File: config.mk
export PLATFORM = sky130hd
export DESIGN_NAME = fadc_code_combiner
export DESIGN_NICKNAME = d
export VERILOG_FILES = /design/src/rtl/fadc_pkg.sv /design/src/rtl/fadc_therm_enc.sv /design/src/rtl/fadc_coarse_align.sv /design/src/rtl/fadc_fold_fix.sv /design/src/rtl/fadc_code_combiner.sv
export SDC_FILE = /design/constraint.sdc
export NUM_CORES = 1
export LEC_CHECK = 0
export ABC_CLOCK_PERIOD_IN_PS = 1600
export BUFFER_PORTS_ARGS = -buffer_cell sky130_fd_sc_hd__buf_2
export CORE_UTILIZATION = 44
export CTS_CLUSTER_SIZE = 16
export DETAILED_ROUTE_END_ITERATION = 10
export PLACE_DENSITY = 0.79
export SYNTH_ARGS = -nofsm -noshare
export SYNTH_HDL_FRONTEND = slang
export SYNTH_SLANG_ARGS = --single-unit
File: constraint.sdc
create_clock -name clk -period 1.6 [get_ports clk]
set_input_delay 0.24 -clock clk [delete_from_list [all_inputs] [get_ports clk]]
set_output_delay 0.24 -clock clk [all_outputs]
set_load 0.01 [all_outputs]
File: src/rtl/fadc_pkg.sv
package fadc_pkg;
   // Encoder variant for thermometer-to-binary conversion
   typedef enum logic [0:0] {
      ENC_EDGE_TREE = 1'b0,
      ENC_ONES_CNT  = 1'b1
   } enc_style_e;
endpackage

File: src/rtl/fadc_therm_enc.sv
module fadc_therm_enc
   import fadc_pkg::*;
#(
   parameter int         N     = 15,
   parameter int         B     = 4,
   parameter enc_style_e STYLE = ENC_EDGE_TREE
) (
   input  logic [N-1:0] therm,
   output logic [B-1:0] bin
);
   // number of edge positions the output width can name
   localparam int POS  = 1 << B;
   localparam int EN   = (N + 1 < POS) ? N + 1 : POS;
   localparam int CW   = $clog2(N + 2);

   if (N < 1) begin : g_bad_n
      $error("fadc_therm_enc: N must be at least 1");
   end
   if (B < 1) begin : g_bad_b
      $error("fadc_therm_enc: B must be at least 1");
   end

   if (STYLE == ENC_EDGE_TREE) begin : g_edge
      logic [EN-1:0] edge_oh;

      // one-hot marker at the top of the run of ones
      always_comb begin
         for (int j = 0; j < EN; j++) begin
            logic lo;
            logic hi;
            lo = (j == 0) ? 1'b1 : therm[j-1];
            hi = (j >= N) ? 1'b0 : therm[j];
            edge_oh[j] = lo & ~hi;
         end
      end

      // each output bit is an OR over the markers whose index has that bit
      for (genvar b = 0; b < B; b++) begin : g_bit
         always_comb begin
            bin[b] = 1'b0;
            for (int j = 0; j < EN; j++) begin
               if (((j >> b) & 1) != 0) begin
                  bin[b] = bin[b] | edge_oh[j];
               end
            end
         end
      end
   end else begin : g_cnt
      logic [CW-1:0] cnt;

      always_comb begin
         cnt = '0;
         for (int j = 0; j < N; j++) begin
            cnt = cnt + CW'(therm[j]);
         end
      end

      if (CW >= B) begin : g_trunc
         assign bin = cnt[B-1:0];
      end else begin : g_ext
         assign bin = B'(cnt);
      end
   end
endmodule

File: src/rtl/fadc_coarse_align.sv
module fadc_coarse_align #(
   parameter int W   = 2,
   parameter int DLY = 1
) (
   input  logic         clk,
   input  logic         rst,
   input  logic [W-1:0] d,
   output logic [W-1:0] q
);
   if (DLY < 0) begin : g_bad_dly
      $error("fadc_coarse_align: DLY must not be negative");
   end

   if (DLY == 0) begin : g_pass
      assign q = d;
   end else begin : g_pipe
      logic [W-1:0] stg [DLY];

      always_ff @(posedge clk) begin
         if (rst) begin
            for (int i = 0; i < DLY; i++) begin
               stg[i] <= '0;
            end
         end else begin
            stg[0] <= d;
            for (int i = 1; i < DLY; i++) begin
               stg[i] <= stg[i-1];
            end
         end
      end

      assign q = stg[DLY-1];
   end
endmodule

File: src/rtl/fadc_fold_fix.sv
module fadc_fold_fix #(
   parameter int N = 16
) (
   input  logic [N-1:0] raw,
   input  logic         odd_fold,
   output logic [N-1:0] fixed
);
   // mirrored folds present the complemented pattern
   for (genvar j = 0; j < N; j++) begin : g_bit
      assign fixed[j] = raw[j] ^ odd_fold;
   end
endmodule

File: src/rtl/fadc_code_combiner.sv
module fadc_code_combiner
   import fadc_pkg::*;
#(
   parameter int         FINE_BITS   = 4,
   parameter int         COARSE_BITS = 2,
   parameter int         COARSE_DLY  = 1,
   parameter enc_style_e ENC_STYLE   = ENC_EDGE_TREE
) (
   input  logic                                  clk,
   input  logic                                  rst,
   input  logic [(1 << COARSE_BITS) - 2:0]       coarse_therm,
   input  logic [(1 << FINE_BITS) - 1:0]         fine_word,
   input  logic                                  fine_vld,
   output logic [FINE_BITS + COARSE_BITS - 1:0]  out_code,
   output logic                                  out_vld
);
   localparam int FINE_N   = 1 << FINE_BITS;
   localparam int COARSE_N = (1 << COARSE_BITS) - 1;
   localparam int OUT_W    = FINE_BITS + COARSE_BITS;

   if (FINE_BITS < 1 || FINE_BITS > 8) begin : g_bad_fine
      $error("fadc_code_combiner: FINE_BITS out of range 1..8");
   end
   if (COARSE_BITS < 1 || COARSE_BITS > 6) begin : g_bad_coarse
      $error("fadc_code_combiner: COARSE_BITS out of range 1..6");
   end
   if (COARSE_DLY < 0 || COARSE_DLY > 16) begin : g_bad_dly
      $error("fadc_code_combiner: COARSE_DLY out of range 0..16");
   end

   logic [COARSE_BITS-1:0] coarse_bin;
   logic [COARSE_BITS-1:0] coarse_al;
   logic [FINE_N-1:0]      fine_fixed;
   logic [FINE_BITS-1:0]   fine_bin;

   fadc_therm_enc #(
      .N     (COARSE_N),
      .B     (COARSE_BITS),
      .STYLE (ENC_STYLE)
   ) u_coarse_enc (
      .therm (coarse_therm),
      .bin   (coarse_bin)
   );

   fadc_coarse_align #(
      .W   (COARSE_BITS),
      .DLY (COARSE_DLY)
   ) u_align (
      .clk (clk),
      .rst (rst),
      .d   (coarse_bin),
      .q   (coarse_al)
   );

   fadc_fold_fix #(
      .N (FINE_N)
   ) u_fix (
      .raw      (fine_word),
      .odd_fold (coarse_al[0]),
      .fixed    (fine_fixed)
   );

   fadc_therm_enc #(
      .N     (FINE_N),
      .B     (FINE_BITS),
      .STYLE (ENC_STYLE)
   ) u_fine_enc (
      .therm (fine_fixed),
      .bin   (fine_bin)
   );

   always_ff @(posedge clk) begin
      if (rst) begin
         out_code <= '0;
         out_vld  <= 1'b0;
      end else begin
         out_vld <= fine_vld;
         if (fine_vld) begin
            out_code <= OUT_W'({coarse_al, fine_bin});
         end
      end
   end
endmodule

==> flow_metrics.tcl <==
set metrics [dict create \
    skew_ns 0.00451 \
    yosysWarningCount 0 \
    placed_cell_area_um2 767 \
    insertion_delay_ns 0.26 \
    syn_avg_cell_area_um2 7.58 \
    post-route-period-util_pct 84.4 \
    cts_tree "yes" \
    hold_depth 3 \
    post-route-min-period_ns 1.35 \
    port_buffers 28 \
    viasPerCell 5.60 \
    start_util_pct 47.2 \
    outcome "completed" \
    cts_resized 0 \
    finalHoldViolCount 0 \
    grt_start_max_net_pins 12 \
    netlist_area_um2 614 \
    cts_num_sinks 9 \
    ys_seq_area_share_pct 29.3 \
    hp-class "input port to register" \
    worst_slack_ns 0.250 \
    grt-ovfl-total 0 \
    power.share.clock_pct 29.6 \
    p_leak_nw 0.392 \
    fin_cells 126 \
    fmax_mhz 741 \
    row_count 13 \
    cts_hold_buffers 0 \
    antenna_left 0 \
    stdcell_area_um2 793 \
    drive_gt1_share_pct 34.2 \
    max_cap_viol_count 0 \
    synth_top_area_cell "dfxtp_1" \
    synth_common_cells "nor2_1 (10), dfxtp_1 (9), inv_1 (9)" \
    comb_power_share_pct 27.1 \
    synth-edff-count 0 \
    placed_cells 122 \
    grt_pass1_wl_mm 2.47 \
    die_h_um 39.4 \
    p_seq_share_pct 43.3 \
    crit_arrival_ns 1.49 \
    ys_async_sr_fraction_pct 0 \
    ys.flop_type "dfxtp_1" \
    antenna_found_initial 0 \
    gp_congestion 0.969 \
    rsz0062_at_grt "no" \
    num_antenna_cells 0 \
    startpoint_type "register" \
    n_fill_cell 128 \
    htree_num_levels 1 \
    multi_input_area_um2 383 \
    p_sw_share_pct 29.6 \
    synth_nets 103 \
    worst_slew_margin_rel_pct 80.6 \
    grt_pass1_vias 614 \
    cts_root_buf "clkbuf_4" \
    regToRegSetupSlack_ns 0.25 \
    path_class "register to register" \
    areaGrowthSynthToFinish_pct 29.1 \
    critPathCaptureType "register" \
    grt_usage_pct 23.0 \
    cp.required_ns 1.74 \
    drt_drc_violations_left 0 \
    synth_cell_type_count 33 \
    whs_ns 0.210 \
    worst-path-max-fanout 8 \
    max-vdd-ir-drop_mv 0.534 \
    netlist_top_cells_area "dfxtp_1 (29%), nor2_1 (6.1%), inv_1 (5.5%), nor2b_1 (5.1%), mux2i_1 (3.3%)" \
    wl_mm 1.54 \
    layout.nets 134 \
    via_count 706 \
    core_um2 1300 \
    clk_pin_slew_ns 0.06 \
    clockBufferDepth 2 \
    tightest_slew_ns 0.291 \
    fin_total_pwr_mw 0.577 \
    power_density_nw_per_um2 728 \
    cts_setup_buffers 0 \
    drt_first_pass_iters 4 \
    dieArea_um2 1550 \
    die_x_um 39.4 \
    cts_buffers 3 \
    finalSetupViolCount 0 \
    final_util_pct 61.0 \
    r2r_cells 5 \
    wl_per_cell_um 12.2 \
    dp_hpwl_mm 1.24 \
    switchingPower_mw 0.171 \
    io_pins 29 \
    internal_power_mw 0.407 \
    synth-seq-cells 9 \
    drt-initial-drc-count 21 \
    seqCellArea_um2 180 \
    fin_tns_setup_ns 0 \
    synth.most_common_cell "nor2_1" \
    slew_viol_final 0 \
    syn_inst 81 \
    dpl_worst_slack_ns 0.249 \
    yosys.area.top_type_share_pct 29.3 \
]
-- metal layers --
layer  track usage, %  share of wire, %
met4             7.76               1.4
met2             34.2                48
met3             7.39               6.1
met1             30.8                44
met5                0                 0
-- worst paths after layout --
| check | from | end |
|---|---|---|
| min | coarse_therm[2] | u_align.g_pipe.stg[0][0] |
| min reg2reg | u_align.g_pipe.stg[0][1] | out_code[5] |
| max reg2reg | u_align.g_pipe.stg[0][0] | out_code[1] |
| max | u_align.g_pipe.stg[0][0] | out_code[1] |
-- power by group through the flow --
| stage | Sequential (mW) | Clock, mW | Combinational (mW) |
|---|---|---|---|
| after floorplan | 0.257 | 0 | 0.0871 |
| after CTS | 0.250 | 0.176 | 0.155 |
| after detailed placement | 0.255 | 0 | 0.154 |
| after global placement | 0.253 | 0 | 0.152 |
| after global routing | 0.251 | 0.190 | 0.174 |
| final | 0.250 | 0.171 | 0.157 |
-- critical path, cell delays in order (launching register included) --
cell,delay (ns)
dfxtp_1,0.47
buf_4,0.19
o211ai_1,0.10
a2111oi_2,0.24
a41o_1,0.17
a211oi_2,0.07
-- area by class of cell --
type	instances	area share (%)
Sequential cell	9	22.7
Timing Repair Buffer	29	18.6
Clock buffer	4	3.31
Inverter	10	4.73
Multi-Input combinational cell	59	48.3
Tap cell	15	2.37
-- cell usage in the layout (no fill, tap or decap), types with 3 or more instances in the layout --
| cell type | synthesis | layout |
|---|---|---|
| a21oi_1 | 3 | 3 |
| nor2_1 | 10 | 10 |
| dfxtp_1 | 9 | 9 |
| nor2b_1 | 5 | 5 |
| clkbuf_4 | 0 | 3 |
| inv_1 | 9 | 9 |
| nand2_1 | 5 | 5 |
| buf_2 | 2 | 28 |
| nand3_1 | 3 | 3 |
| nor4_1 | 3 | 3 |
| nand2b_1 | 3 | 3 |
-- flip-flops by register name, summed over array words and instances, names as in the netlist --
signal,flops
out_code,6
u_align.g_pipe.stg,2
out_vld,1
-- cells by family (layout without fill, tap and decap cells) --
| kind of cell | count (synthesis) | in the layout | synth area share (%) |
|---|---|---|---|
| compound gates | 24 | 24 | 30.8 |
| flops | 9 | 9 | 29.3 |
| simple gates | 33 | 33 | 28.3 |
| buf+inv | 13 | 43 | 8.35 |
| mux | 2 | 2 | 3.26 |
Note: power is estimated with default switching activity, not from simulation.
